===== src/rtl/hws_pkg.sv =====
package hws_pkg;
  localparam int HALF_W    = 16;
  localparam int H_EXP_W   = 5;
  localparam int H_FRAC_W  = 10;
  localparam int H_BIAS    = 15;
  localparam int SGL_W     = 32;
  localparam int S_EXP_W   = 8;
  localparam int S_FRAC_W  = 23;
  localparam int S_BIAS    = 127;
  localparam int BIAS_GAP  = S_BIAS - H_BIAS;
  localparam int FRAC_PAD  = S_FRAC_W - H_FRAC_W;
  localparam int LZC_W     = $clog2(H_FRAC_W + 1);
  localparam int SHIFT_W   = LZC_W + 1;

  // Exactly one strobe is raised for every input pattern.
  typedef struct packed {
    logic pickSpecial;
    logic pickNormal;
    logic pickZero;
    logic pickRenorm;
  } classStrb_t;
endpackage


===== src/rtl/hws_ctrl.sv =====
module hws_ctrl
  import hws_pkg::*;
(
  input  logic              clk,
  input  logic              rstN,
  input  logic              chkEn,
  input  logic [HALF_W-1:0] halfIn,
  input  logic              flushSub,
  output classStrb_t        strb
);
  logic [H_EXP_W-1:0] expField;
  logic               expAllOnes;
  logic               expZero;
  logic               fracNonZero;

  assign expField    = halfIn[HALF_W-2 -: H_EXP_W];
  assign expAllOnes  = &expField;
  assign expZero     = ~|expField;
  assign fracNonZero = |halfIn[H_FRAC_W-1:0];

  always_comb begin
    strb             = '0;
    strb.pickSpecial = expAllOnes;
    strb.pickNormal  = !expAllOnes && !expZero;
    strb.pickZero    = expZero && (!fracNonZero || flushSub);
    strb.pickRenorm  = expZero && fracNonZero && !flushSub;
  end

  AST_ONE_CLASS: assert property (@(posedge clk) disable iff (!rstN)
    chkEn |-> $countones(strb) == 1);

  AST_FLUSH_BLOCKS_RENORM: assert property (@(posedge clk) disable iff (!rstN)
    (chkEn && flushSub) |-> !strb.pickRenorm);
endmodule


===== src/rtl/hws_datapath.sv =====
module hws_datapath
  import hws_pkg::*;
(
  input  logic              clk,
  input  logic              rstN,
  input  logic              chkEn,
  input  logic [HALF_W-1:0] halfIn,
  input  classStrb_t        strb,
  output logic [SGL_W-1:0]  resWord
);
  logic                 signBit;
  logic [H_EXP_W-1:0]   hExp;
  logic [H_FRAC_W-1:0]  hFrac;
  logic [LZC_W-1:0]     leadZeros;
  logic [SHIFT_W-1:0]   shiftAmt;
  logic [H_FRAC_W-1:0]  renFrac;
  logic [S_EXP_W-1:0]   renExp;
  logic [S_EXP_W-1:0]   normExp;
  logic [S_EXP_W-1:0]   outExp;
  logic [H_FRAC_W-1:0]  outFrac;

  assign signBit = halfIn[HALF_W-1];
  assign hExp    = halfIn[HALF_W-2 -: H_EXP_W];
  assign hFrac   = halfIn[H_FRAC_W-1:0];

  function automatic logic [LZC_W-1:0] countLead(input logic [H_FRAC_W-1:0] v);
    logic [LZC_W-1:0] n;
    logic             seen;
    n    = '0;
    seen = 1'b0;
    for (int i = H_FRAC_W - 1; i >= 0; i--) begin
      if (v[i]) seen = 1'b1;
      else if (!seen) n = n + 1'b1;
    end
    return n;
  endfunction

  assign leadZeros = countLead(hFrac);
  assign shiftAmt  = SHIFT_W'(leadZeros) + SHIFT_W'(1);
  assign renFrac   = hFrac << shiftAmt;
  assign renExp    = S_EXP_W'(BIAS_GAP + 1) - S_EXP_W'(shiftAmt);
  assign normExp   = S_EXP_W'(hExp) + S_EXP_W'(BIAS_GAP);

  always_comb begin
    outExp  = '0;
    outFrac = '0;
    if (strb.pickSpecial) begin
      outExp  = '1;
      outFrac = hFrac;
    end else if (strb.pickNormal) begin
      outExp  = normExp;
      outFrac = hFrac;
    end else if (strb.pickRenorm) begin
      outExp  = renExp;
      outFrac = renFrac;
    end
  end

  assign resWord = {signBit, outExp, outFrac, {FRAC_PAD{1'b0}}};

  AST_SIGN_PASS: assert property (@(posedge clk) disable iff (!rstN)
    chkEn |-> resWord[SGL_W-1] == halfIn[HALF_W-1]);

  AST_SPECIAL_MAP: assert property (@(posedge clk) disable iff (!rstN)
    (chkEn && (&halfIn[HALF_W-2 -: H_EXP_W])) |->
      (resWord[SGL_W-2 -: S_EXP_W] == '1) &&
      (resWord[SGL_W-2-S_EXP_W -: H_FRAC_W] == halfIn[H_FRAC_W-1:0]));

  AST_LOW_CLEAR: assert property (@(posedge clk) disable iff (!rstN)
    chkEn |-> resWord[FRAC_PAD-1:0] == '0);

  AST_ZERO_MAG: assert property (@(posedge clk) disable iff (!rstN)
    (chkEn && strb.pickZero) |-> resWord[SGL_W-2:0] == '0);

  AST_RENORM_RANGE: assert property (@(posedge clk) disable iff (!rstN)
    (chkEn && strb.pickRenorm) |->
      (resWord[SGL_W-2 -: S_EXP_W] <= S_EXP_W'(BIAS_GAP)) &&
      (resWord[SGL_W-2 -: S_EXP_W] >= S_EXP_W'(BIAS_GAP - H_FRAC_W + 1)));
endmodule


===== src/rtl/half_to_single_widener.sv =====
module half_to_single_widener
  import hws_pkg::*;
#(
  parameter bit REGISTER_OUT = 1'b1
) (
  input  logic              clk,
  input  logic              rstN,
  input  logic              inValid,
  input  logic [HALF_W-1:0] halfIn,
  input  logic              flushSub,
  output logic              outValid,
  output logic [SGL_W-1:0]  singleOut
);
  classStrb_t       strb;
  logic [SGL_W-1:0] combWord;

  hws_ctrl u_ctrl (
    .clk      (clk),
    .rstN     (rstN),
    .chkEn    (inValid),
    .halfIn   (halfIn),
    .flushSub (flushSub),
    .strb     (strb)
  );

  hws_datapath u_dp (
    .clk     (clk),
    .rstN    (rstN),
    .chkEn   (inValid),
    .halfIn  (halfIn),
    .strb    (strb),
    .resWord (combWord)
  );

  generate
    if (REGISTER_OUT) begin : g_reg
      logic             validQ;
      logic [SGL_W-1:0] wordQ;

      always_ff @(posedge clk) begin
        if (!rstN) begin
          validQ <= 1'b0;
          wordQ  <= '0;
        end else begin
          validQ <= inValid;
          if (inValid) wordQ <= combWord;
        end
      end

      assign outValid  = validQ;
      assign singleOut = wordQ;

      AST_VALID_LAG: assert property (@(posedge clk) disable iff (!rstN)
        $past(rstN) |-> outValid == $past(inValid));

      AST_HOLD_IDLE: assert property (@(posedge clk) disable iff (!rstN)
        ($past(rstN) && !$past(inValid)) |-> $stable(singleOut));
    end else begin : g_comb
      assign outValid  = inValid;
      assign singleOut = combWord;
    end
  endgenerate
endmodule


===== config.mk =====
export PLATFORM = sky130hd
export DESIGN_NAME = half_to_single_widener
export DESIGN_NICKNAME = d
export VERILOG_FILES = /design/src/rtl/hws_pkg.sv /design/src/rtl/hws_ctrl.sv /design/src/rtl/hws_datapath.sv /design/src/rtl/half_to_single_widener.sv
export SDC_FILE = /design/constraint.sdc
export NUM_CORES = 1
export LEC_CHECK = 0
export BUFFER_PORTS_ARGS = -buffer_cell sky130_fd_sc_hd__buf_2
export CORE_UTILIZATION = 54
export DETAILED_ROUTE_END_ITERATION = 12
export PLACE_DENSITY = 0.92
export RECOVER_POWER = 50
export SLEW_MARGIN = 15
export SYNTH_ARGS = -nofsm -noshare
export SYNTH_HDL_FRONTEND = slang
export SYNTH_SLANG_ARGS = --single-unit
export TNS_END_PERCENT = 100

===== constraint.sdc =====
create_clock -name clk -period 10.63 [get_ports clk]
set_clock_uncertainty 0.15 [all_clocks]
set_input_delay 1.5945 -clock clk [delete_from_list [all_inputs] [get_ports clk]]
set_output_delay 1.5945 -clock clk [all_outputs]
set_load 0.01 [all_outputs]

# --- Word level (Yosys, flattened, before mapping) ---
# Cells that the tools add are included.
classes:
  add_sub_neg: 12
  shift: 1
  muxes: 34
  reduce_logical: 9
op_table:
  columns: ["cell", "n"]
  rows:
  - ["4-bit two-way mux", 18]
  - ["4-bit by 1-bit adder with 4-bit output (second input constant)", 8]
  - ["10-bit two-way mux", 3]
  - ["8-bit two-way mux", 3]
  - ["1-bit two-way mux", 10]
  - ["10-bit OR reduction", 1]
  - ["10-bit by 5-bit << shifter with 10-bit output", 1]
  - ["5-bit by 7-bit adder with 8-bit output (second input constant)", 1]
  - ["7-bit by 5-bit subtractor with 8-bit output (first input constant)", 1]
  - ["4-bit by 1-bit adder with 5-bit output (second input constant)", 1]
  - ["5-bit AND reduction", 1]
  - ["5-bit OR reduction", 1]
  - ["1-bit logical AND", 3]
  - ["1-bit logical NOT", 3]
  - ["1-bit by 1-bit adder with 2-bit output (second input constant)", 1]
totals:
  regBits: 20
  output_inout_bits: 33
  wordCells: 58

# --- Longest topological paths before layout ---
depth:
  word_depth: 33
  mapped_depth: 35
  depth_no_buf: 33

# --- Cells and area by module ---
# From an unflattened synthesis, not the netlist that was laid out.
hier_totals:
  hier_cells: 361
  area_unflattened_um2: 3006.6
modules_own_cells:
  columns: ["mod", "n_inst", "cells_per_inst", "area_per_inst_um2", "seq_area_each_um2"]
  rows:
  - ["hws_datapath", 1, 242, 1654.1, 0.0]
  - ["half_to_single_widener", 1, 105, 1270.0, 660.6]
  - ["hws_ctrl", 1, 14, 82.6, 0.0]

# --- Least setup slack after synthesis ---
# No wires, ideal clock.
synth_timing:
  path_kind: "input port to flip-flop"
  startpoint: "input halfIn[8]"
  endpoint: "register g_reg.wordQ[26] (netlist: singleOut[26])"
  setup_time_ps: 74
  arrival_time_ps: 8973
  path_slack_ps: 1433
  cell_stages: 35
  path_buffers: 2
  cell_sequence: "clkbuf_1 -> nor2b_1 -> ha_1 -> mux2_2 -> ha_1 -> o31a_1 -> ha_1 -> nor2b_1 -> o21ai_0 -> inv_1 -> ha_1 -> a21o_1 -> ha_1 -> mux2_2 -> a21o_1 -> ha_1 -> mux2_2 -> ha_1 -> mux2_2 -> mux2i_1 -> mux2i_1 -> ha_1 -> nor2b_1 -> mux2i_1 -> mux2i_1 -> xnor2_1 -> nor2_1 -> xnor3_1 -> inv_1 -> clkbuf_1 -> ha_1 -> inv_1 -> xnor3_1 -> nand2_1 -> a31oi_1"
synth_via:
  elab_chain_cells: 30
  word_cells_on_any_way: 41
  classes_between: "add/sub: 10; mux: 28; reduce/logical: 3"
synth_rtl:
  columns: ["element", "line_no", "rtl"]
  rows:
  - ["from (decl)", "half_to_single_widener.sv:9", "input logic [HALF_W-1:0] halfIn,"]
  - ["4-bit two-way mux", "hws_datapath.sv:32", "if (v[i]) seen = 1'b1;"]
  - ["4-bit by 1-bit adder with 4-bit output", "hws_datapath.sv:33", "else if (!seen) n = n + 1'b1;"]
  - ["4-bit two-way mux", "hws_datapath.sv:33", null]
  - ["4-bit two-way mux", "hws_datapath.sv:32", null]
  - ["4-bit by 1-bit adder with 4-bit output", "hws_datapath.sv:33", null]
  - ["4-bit two-way mux", "hws_datapath.sv:33", null]
  - ["4-bit two-way mux", "hws_datapath.sv:32", null]
  - ["4-bit by 1-bit adder with 4-bit output", "hws_datapath.sv:33", null]
  - ["[14 not listed]", null, null]
  - ["4-bit by 1-bit adder with 4-bit output", "hws_datapath.sv:33", null]
  - ["4-bit two-way mux", "hws_datapath.sv:33", null]
  - ["4-bit two-way mux", "hws_datapath.sv:32", null]
  - ["4-bit by 1-bit adder with 5-bit output", "hws_datapath.sv:39", "assign shiftAmt = SHIFT_W'(leadZeros) + SHIFT_W'(1);"]
  - ["7-bit by 5-bit subtractor with 8-bit output", "hws_datapath.sv:41", "assign renExp = S_EXP_W'(BIAS_GAP + 1) - S_EXP_W'(shiftAmt);"]
  - ["8-bit two-way mux (*)", "hws_datapath.sv:53", "end else if (strb.pickRenorm) begin"]
  - ["8-bit two-way mux (*)", "hws_datapath.sv:50", "end else if (strb.pickNormal) begin"]
  - ["8-bit two-way mux (*)", "hws_datapath.sv:47", "if (strb.pickSpecial) begin"]
  - ["to (signal assigned)", "half_to_single_widener.sv:46", "if (inValid) wordQ <= combWord;"]
  - ["to (decl)", "half_to_single_widener.sv:38", "logic [SGL_W-1:0] wordQ;"]
# Every way passes the cells marked *; elsewhere a longest branch is shown, timed or not.
# A chain may end at the register's enable or synchronous reset.

# --- Worst setup path after layout ---
# Same ends and word-level chain as after synthesis.

==> results.md <==
* Worst Hold Launch: singleOut[30]$_SDFFE_PN0P_
* Critical Path RT at around 11,000 ps
* Latest clock arrival within the worst-skew pair at approximately 260 ps
* FFs w/ async S/R, synth at 0%
* Top_reg_cell synth: dfxtp_1
* Max Cap Viol at 0
* Worst relative slew slack at between 10% and 20%
* Final worst path period need at 9520 ps
* Synth top cells by count: o21ai_0 (25), nand2_1 (22), dfxtp_1 (20)
* DP Wirelength at approximately 4100 um
* Hold Vio Cnt, Final at 0
* Vias in the first global route at 2,017
* Worst r2r src: singleOut[27]$_SDFFE_PN0P_
* Crit share post-route at 89.6%
* Post CTS Setup Buffer Count at 0
* Via density at about 6.1
* Initial antenna violation count at 0
* Ys Warns at 0
* Unrepaired setup endpoints after global routing: false
* Worst setup SP type: primary input
* Max Freq at between 0.1 and 0.15 GHz
* TNS Setup at 0 ps
* R2r endpoint: singleOut[27]$_SDFFE_PN0P_
* Largest net degree at the start of global routing at 36
* FF-to-FF setup slack at roughly 9400 ps
* Vias at ~2,200
* N_diodes at 0
* Die H at between 60 and 70 um
* Worst R2R Path Depth at 5
* Most numerous cell on the critical path: ha_1
* Synth Area in Compound Gates at around 22%
* Share of cells above drive strength 1 at between 10 and 15%
* Count of filler cells inserted in the layout at about 340
* Worst IR Drop VDD at about 0.000059 V
* CTS buffer count at 3
* Endpoint, Worst Hold: singleOut[30]$_SDFFE_PN0P_
* First DRT Iteration DRCs at roughly 120
* Max incr delay on CP at ~400 ps
* Post_cts resized at 0
* DIE AREA at around 4300 um2
* Count leader, synth: o21ai_0
* Core Area at 3770 um2
* Max-slew violations at 0
* Post-Synthesis Cell Area at 2180 um2
* CTS root buf: clkbuf_8
* Worst Tran Pin Value at 1280 ps
* Ports at 53
* Post-synthesis sequential area ratio at between 10% and 20%
* Power Density at around 95 nW/um2
* CTS H-tree depth at 1
* Worst Hold Margin at 387 ps
* Syn Inst Count at approximately 290
* Xor/xnor share of the synthesized area at 6.48%
* Largest area contributor in the netlist: dfxtp_1
* Gpl congestion at between 0.8 and 0.9
* Worst-path clk slew at around 70 ps
* CTS Buffer Depth at 2
* First-pass GRT wire length at between 8000 and 9000 um
* Final Setup Violations at 0
* HP Class: reg2reg
* Die X at between 60 and 70 um
* CTS Hold Bufs at 0
* Post-synthesis mux area share at 13.9%
* Crit-path max FO at 13
* WL/cell at between 15 and 20 um
* Port bufs at 39
* Clock Sinks at 20
* Unique masters post-synth at 55
* Flops & latches, synth at 20
* Worst path slowest cell: xnor3_1
* Antenna Violating Nets Remaining at 0
* Average size of a mapped cell at ~7.7 um2
* Drt drc at 0
* EDFF count, synth at 0
* Final nets at ~340
* Nature of the critical path endpoint: flop
* Simple-gate share of the synthesized area at 22.2%
* Main combinational cell family by area after synthesis: simple AND/OR/NAND/NOR gates
* Final wirelength at around 5400 um
* GRT Util Overall at 26.4%
* Std-Cell Rows at 22
* Adder-cell share of the synthesized area at 5.73%
* P&R area growth vs syn at 7.56%
* CP arrival at 9460 ps
* Yosys top cell area share at between 10% and 20%
* P_leak at ~1.0 nW
* DR pass1 iterations at 4
* CTS tree: built
* Largest cells by area after synthesis: dfxtp_1 (18%), mux2i_1 (8.7%), ha_1 (5.7%)
* Type of the worst setup path: in2reg
* Total congestion overflow at 0
* Initial core utilization at 57.9%
* Outcome: completed
* Hold path cells at 2
==> cell families (layout without fill, tap and decap cells) <==
group,Yosys count,in the layout
DFF,20,20
buffers and inverters,48,62
xor gates and xnor gates,10,10
adders and majority gates,10,10
and+or+nand+nor,94,94
muxes,28,28
other,1,13
AOI/OAI and AO/OA,74,74
==> final cells by class <==
type                       instances  area (um2)  area share, %
inverter                          19        71.3           3.04
tap                               48        60.1           2.56
timing repair buffer              39         173           7.35
clock buffer                       4        55.1           2.34
multi-input combinational        229        1590           67.7
sequential                        20         400           17.0
==> power breakdown <==
group / switching [mW] / internal, mW
Clock: 0.0248 / 0.0330
Combinational: 0.0507 / 0.0323
Sequential: 0.00234 / 0.0799
Total: 0.0778 / 0.145
==> how the worst max path moves through the flow <==
| stage | cells past startpoint | start | to |
|---|---|---|---|
| after global routing | 34 | halfIn[8] | singleOut[26]$_SDFFE_PN0P_ |
| after floorplan | 35 | halfIn[8] | singleOut[26]$_SDFFE_PN0P_ |
| final | 34 | halfIn[8] | singleOut[26]$_SDFFE_PN0P_ |
| after CTS | 34 | halfIn[8] | singleOut[26]$_SDFFE_PN0P_ |
| after detailed placement | 34 | halfIn[8] | singleOut[26]$_SDFFE_PN0P_ |
| after global placement | 34 | halfIn[8] | singleOut[26]$_SDFFE_PN0P_ |
==> registers in the layout, summed over array words and instances, names as in the netlist <==
| name | count |
|---|---|
| singleOut | 19 |
| outValid | 1 |
==> metal layers <==
| metal | up-vias | track usage (%) | share of wire, % |
|---|---|---|---|
| met5 | - | 0 | 0 |
| met4 | 0 | 11.1 | 3.0 |
| met3 | 24 | 4.86 | 6.1 |
| met2 | 101 | 44.3 | 48 |
| met1 | 1002 | 32.7 | 43 |
| li1 | 1051 | - | - |
==> through the flow <==
stage | worst slack (ps) | area, um2 | std cells | util (%) | total power, mW
3_3_place_gp | 1260 | 2320 | 355 | 61.4 | 0.162
6_report | 1110 | 2350 | 359 | 62.3 | 0.223
4_1_cts | 1130 | 2370 | 359 | 62.9 | 0.222
3_5_place_dp | 916 | 2320 | 355 | 61.4 | 0.165
5_1_grt | 576 | 2350 | 359 | 62.3 | 0.235
2_1_floorplan | 1430 | 2230 | 297 | - | 0.147
==> critical path: cells and delay by family <==
family	cells	cell delay [ps]
buf+inv	4	660
compound gates	5	1070
simple gates	5	880
xor+xnor	3	870
mux	8	1850
fa+ha+maj	9	2520
==> cell usage in the layout, fill, tap and decap left out, types with 13 or more instances in the layout <==
cell | Yosys | final
a21oi_1 | 18 | 18
buf_2 | 2 | 21
clkbuf_1 | 13 | 18
conb_1 | 1 | 13
dfxtp_1 | 20 | 20
inv_1 | 18 | 18
mux2i_1 | 19 | 19
nand2_1 | 22 | 22
nor2_1 | 19 | 19
o21ai_0 | 25 | 25
No activity file was read; power rests on OpenSTA's default activity.
